[src/rtl/mfc_pkg.sv]
package mfc_pkg;
  typedef enum logic {
    PAIR_RTS_CTS = 1'b0,
    PAIR_DTR_DSR = 1'b1
  } pair_e;

  localparam int NUM_PAIRS = 2;
endpackage

[src/rtl/mfc_sync.sv]
module mfc_sync #(
  parameter int          W       = 2,
  parameter int          STAGES  = 2,
  parameter logic [W-1:0] RST_VAL = '1
) (
  input  logic         clk,
  input  logic         rst_n,
  input  logic [W-1:0] d,
  output logic [W-1:0] q
);
  logic [W-1:0] stage_q [STAGES];

  genvar s;
  generate
    for (s = 0; s < STAGES; s++) begin : g_stage
      always_ff @(posedge clk or negedge rst_n) begin
        if (!rst_n) stage_q[s] <= RST_VAL;
        else if (s == 0) stage_q[s] <= d;
        else stage_q[s] <= stage_q[(s == 0) ? 0 : s-1];
      end
    end
  endgenerate

  assign q = stage_q[STAGES-1];
endmodule

[src/rtl/mfc_req_gate.sv]
module mfc_req_gate #(
  parameter int LVL_W = 7
) (
  input  logic             clk,
  input  logic             rst_n,
  input  logic             en,
  input  logic [LVL_W-1:0] level,
  input  logic [LVL_W-1:0] thr_hi,
  input  logic [LVL_W-1:0] thr_lo,
  output logic             hold
);
  logic hold_q, hold_d;

  always_comb begin
    hold_d = hold_q;
    if (!en)                  hold_d = 1'b0;
    else if (level >= thr_hi) hold_d = 1'b1;
    else if (level < thr_lo)  hold_d = 1'b0;
  end

  always_ff @(posedge clk or negedge rst_n) begin
    if (!rst_n) hold_q <= 1'b0;
    else        hold_q <= hold_d;
  end

  assign hold = hold_q;
endmodule

[src/rtl/mfc_tx_gate.sv]
module mfc_tx_gate
  import mfc_pkg::*;
(
  input  logic  auto_en,
  input  pair_e pair,
  input  logic  cts_s_n,
  input  logic  dsr_s_n,
  output logic  allow
);
  logic clear_n;

  always_comb begin
    clear_n = (pair == PAIR_DTR_DSR) ? dsr_s_n : cts_s_n;
    allow   = !auto_en || !clear_n;
  end
endmodule

[src/rtl/modem_flow_ctl.sv]
module modem_flow_ctl
  import mfc_pkg::*;
#(
  parameter int LVL_W       = 7,
  parameter int SYNC_STAGES = 2
) (
  input  logic             clk,
  input  logic             rst_n,
  input  logic [LVL_W-1:0] rx_level,
  input  logic [LVL_W-1:0] thr_hi,
  input  logic [LVL_W-1:0] thr_lo,
  input  logic [LVL_W-1:0] trig_lvl,
  input  logic             auto_rx_en,
  input  logic             auto_tx_en,
  input  logic             pair_sel,
  input  logic             sw_rts,
  input  logic             sw_dtr,
  input  logic             cts_n,
  input  logic             dsr_n,
  output logic             rts_n,
  output logic             dtr_n,
  output logic             tx_allow,
  output logic             trig_irq
);
  pair_e pair;
  logic  sel_sw, auto_act, hold;
  logic  irq_q;
  logic [NUM_PAIRS-1:0] clr_raw, clr_s;
  logic [NUM_PAIRS-1:0] sw_vec, sel_vec, pin_vec;

  assign pair     = pair_e'(pair_sel);
  assign sel_sw   = (pair == PAIR_DTR_DSR) ? sw_dtr : sw_rts;
  assign auto_act = auto_rx_en && sel_sw;

  mfc_req_gate #(.LVL_W(LVL_W)) u_req (
    .clk    (clk),
    .rst_n  (rst_n),
    .en     (auto_act),
    .level  (rx_level),
    .thr_hi (thr_hi),
    .thr_lo (thr_lo),
    .hold   (hold)
  );

  // index 0 = RTS/CTS, index 1 = DTR/DSR
  assign sw_vec  = {sw_dtr, sw_rts};
  assign sel_vec = {pair == PAIR_DTR_DSR, pair == PAIR_RTS_CTS};

  genvar p;
  generate
    for (p = 0; p < NUM_PAIRS; p++) begin : g_pin
      assign pin_vec[p] = !sw_vec[p] || (sel_vec[p] && auto_act && hold);
    end
  endgenerate

  assign rts_n = pin_vec[0];
  assign dtr_n = pin_vec[1];

  assign clr_raw = {dsr_n, cts_n};

  mfc_sync #(.W(NUM_PAIRS), .STAGES(SYNC_STAGES), .RST_VAL('1)) u_sync (
    .clk   (clk),
    .rst_n (rst_n),
    .d     (clr_raw),
    .q     (clr_s)
  );

  mfc_tx_gate u_tx (
    .auto_en (auto_tx_en),
    .pair    (pair),
    .cts_s_n (clr_s[0]),
    .dsr_s_n (clr_s[1]),
    .allow   (tx_allow)
  );

  always_ff @(posedge clk or negedge rst_n) begin
    if (!rst_n) irq_q <= 1'b0;
    else        irq_q <= auto_rx_en && (rx_level >= trig_lvl);
  end

  assign trig_irq = irq_q;
endmodule

[config.mk]
export PLATFORM = sky130hd
export DESIGN_NAME = modem_flow_ctl
export DESIGN_NICKNAME = d
export VERILOG_FILES = /design/src/rtl/mfc_pkg.sv /design/src/rtl/mfc_sync.sv /design/src/rtl/mfc_req_gate.sv /design/src/rtl/mfc_tx_gate.sv /design/src/rtl/modem_flow_ctl.sv
export SDC_FILE = /design/constraint.sdc
export NUM_CORES = 1
export LEC_CHECK = 0
export ABC_AREA = 1
export CORE_AREA = 2 2 44 54
export CTS_CLUSTER_SIZE = 25
export DETAILED_ROUTE_END_ITERATION = 7
export DIE_AREA = 0 0 46 56
export GPL_TIMING_DRIVEN = 0
export PLACE_DENSITY = 0.83
export SKIP_CTS_REPAIR_TIMING = 1
export SLEW_MARGIN = 20
export SYNTH_ARGS = -nofsm -noshare
export SYNTH_HDL_FRONTEND = slang
export SYNTH_SLANG_ARGS = --single-unit
[constraint.sdc]
create_clock -name clk -period 0.9 [get_ports clk]
set_input_delay 0.135 -clock clk [delete_from_list [all_inputs] [get_ports clk]]
set_output_delay 0.135 -clock clk [all_outputs]
set_load 0.005 [all_outputs]
==> results <==
==> flip-flops by register name (all words and copies together), names as in the netlist <==
name            flops
u_sync.stage_q      2
u_req.hold          1
trig_irq            1
u_sync.q            2
==> cell type report <==
class	instances	area share (%)
clock buffers	4	1.78
inverters	29	7.89
flip-flops and latches	6	10.5
well taps	20	1.70
repair buffers	40	27.0
multi-input cells	71	51.1
==> metrics by stage <==
stage               cell area [sq um]  worst slack (ns)  total power [mW]  util [%]
floorplan                         906          -0.00690             0.542         -
global placement                 1330            -0.712             0.788      65.7
detailed placement               1330            -0.746             0.823      65.7
CTS                              1360            -0.657              1.11      67.0
global route                     1470            -0.293              1.25      72.7
finish                           1470            -0.255              1.18      72.7
==> cell usage after synthesis <==
| cell type | count |
|---|---|
| nand2_1 | 29 |
| inv_1 | 28 |
| ha_1 | 20 |
| a21oi_1 | 8 |
| dfstp_2 | 4 |
| o21a_1 | 3 |
| o21ai_1 | 3 |
| dfrtp_1 | 2 |
| nor2_1 | 2 |
| o21ai_0 | 2 |
| a21oi_2 | 1 |
| inv_2 | 1 |
| nand3_1 | 1 |
| nand4_1 | 1 |
| nor2_2 | 1 |
==> cells by family after synthesis <==
logic type      Yosys count  synth area share [%]
simple gates             34                  18.0
compound gates           17                  12.9
flops                     6                  20.8
fa+ha+maj                20                  33.6
buf+inv                  29                  14.6
==> layer usage <==
| metal | track usage (%) | vias up |
|---|---|---|
| li1 | - | 419 |
| met1 | 15.2 | 383 |
| met2 | 32.1 | 33 |
| met3 | 0.974 | 6 |
| met4 | 8.57 | 0 |
| met5 | 0 | - |
==> where the power goes <==
group          leakage (nW)  total, mW  switching, mW  internal [mW]
clock network        0.0150      0.278          0.110          0.169
registers            0.0686      0.299        0.00514          0.294
logic                 0.766      0.599          0.279          0.320
total                 0.849       1.18          0.393          0.783
==> worst paths after layout <==
path	from	end	cells past startpoint
max	u_sync.q[0]	tx_allow	3
min	rst_n	trig_irq	1
max reg2reg	u_req.hold	u_req.hold	2
min reg2reg	u_sync.stage_q[3]	u_sync.q[1]	0
max in group asynchronous	rst_n	u_sync.q[0]	1
min in group clk	auto_rx_en	trig_irq	3
==> metrics <==
pwr dens=approximately 800 nW/um^2; Peak VDD IR=between 0.0007 and 0.0008 V; clk_skew=approximately 0.0081 ns; Hold Violations, Final=0; clk slew on worst S/H paths=~0.050 ns; Fin Hold WS=about 0.10 ns; Setup-failing EPs final=4; post-route clock period utilization=128%; I/O Pins=41; number of global-route vias before repair=roughly 890; mean post-synth cell area=roughly 7.0 sq um; commonest non-fill, non-tap cell in the layout=nand2_1; Worst Setup Slack, final=-0.255 ns; post-synthesis cell type count=15; Fillers=~150; CTS H-tree depth=1; crit path max fanout=1; routed vias/inst=roughly 5; FMAX=just under 900 MHz; synthesis warning total=0; CP Class=reg2out; failing checks=setup timing; Core ar.=2030 sq um; Seq/Total Area, Yosys=a little over a fifth; CP max-delay cell=dfstp_2; max incr delay on CP=a little over 0.5 ns; Crit path max-delay family=flip-flops; synth top area cells=ha_1 34%, nand2_1 15%, dfstp_2 14%; reg-to-reg setup timing slack=roughly 0.27 ns; die area=between 2000 and 3000 sq um; RSZ-0062 raised after global routing=true; final std cells w/o fill=170; Total GRT Usage=16.4%; met2 wire length=roughly 1300 um; DR vias=between 800 and 900; root buffer cell=clkbuf_4; clk buf depth=2; crit end category=output pin; Slew HR=a little over four fifths; Max-Cap Viols=0; Slew Limit Fails=0; Post-Route WL=around 2200 um; Req. time, crit path=between 0.7 and 0.8 ns; hpwl dp=between 1500 and 2000 um; GRT overflow=0; area grow syn2layout=98.0%; Die W=between 40 and 50 um; Slew @ Worst Pin=between 0.2 and 0.25 ns; n_diodes=0; Remaining DRCs=0; most frequent cells in the layout=22 x nand2_1, 20 x dlymetal6s2s_1, 16 x ha_4; Post-Place Cells=166; first-pass GRT wire length=between 3000 and 4000 um; Post-DRT Antenna Nets=0; crit path DAT=about 1 ns; outcome=complete, but fails checks; initial drt markers=6; Pre-antenna DRT Iters=4; Post-Synthesis Net Count=roughly 160; clock sink count=6; post-synth top area share=33.6%; Synth Instances=106; row count=18; initial cell density of the core=about 37%; setup TNS=-0.625 ns; CTS tree=yes; I/O Buffers=40; layout cells sized above 1=roughly half; M1 WL=between 700 and 800 um; initial antenna violation count=0; Leak Pwr=0.849 nW; HP Class=in2async; CP Buf/Inv Count=1; Post-Syn Area=744 sq um; critical path launch point type=flip-flop; FF/Latch Area=roughly 160 sq um; crit-path cells=o21a_1 > o21ai_1 > clkbuf_2; GPL Wtd Cong=between 0.7 and 0.8; cell taking the most area after synthesis=ha_1; pin count of the biggest net entering global routing=7; TritonCTS buffer count=3; routed wl met3=between 90 and 100 um; chip height=56 um; max layer used=met4; Final #Nets=~210; multi-input combinational cell area=between 700 and 800 sq um; routed len/inst=13.2 um; shortest period the worst path allows=1.15 ns; synthesis-stage register bit count=6; Worst-Skew Late Latency=~0.25 ns
No activity file was read; power rests on OpenSTA's default activity.
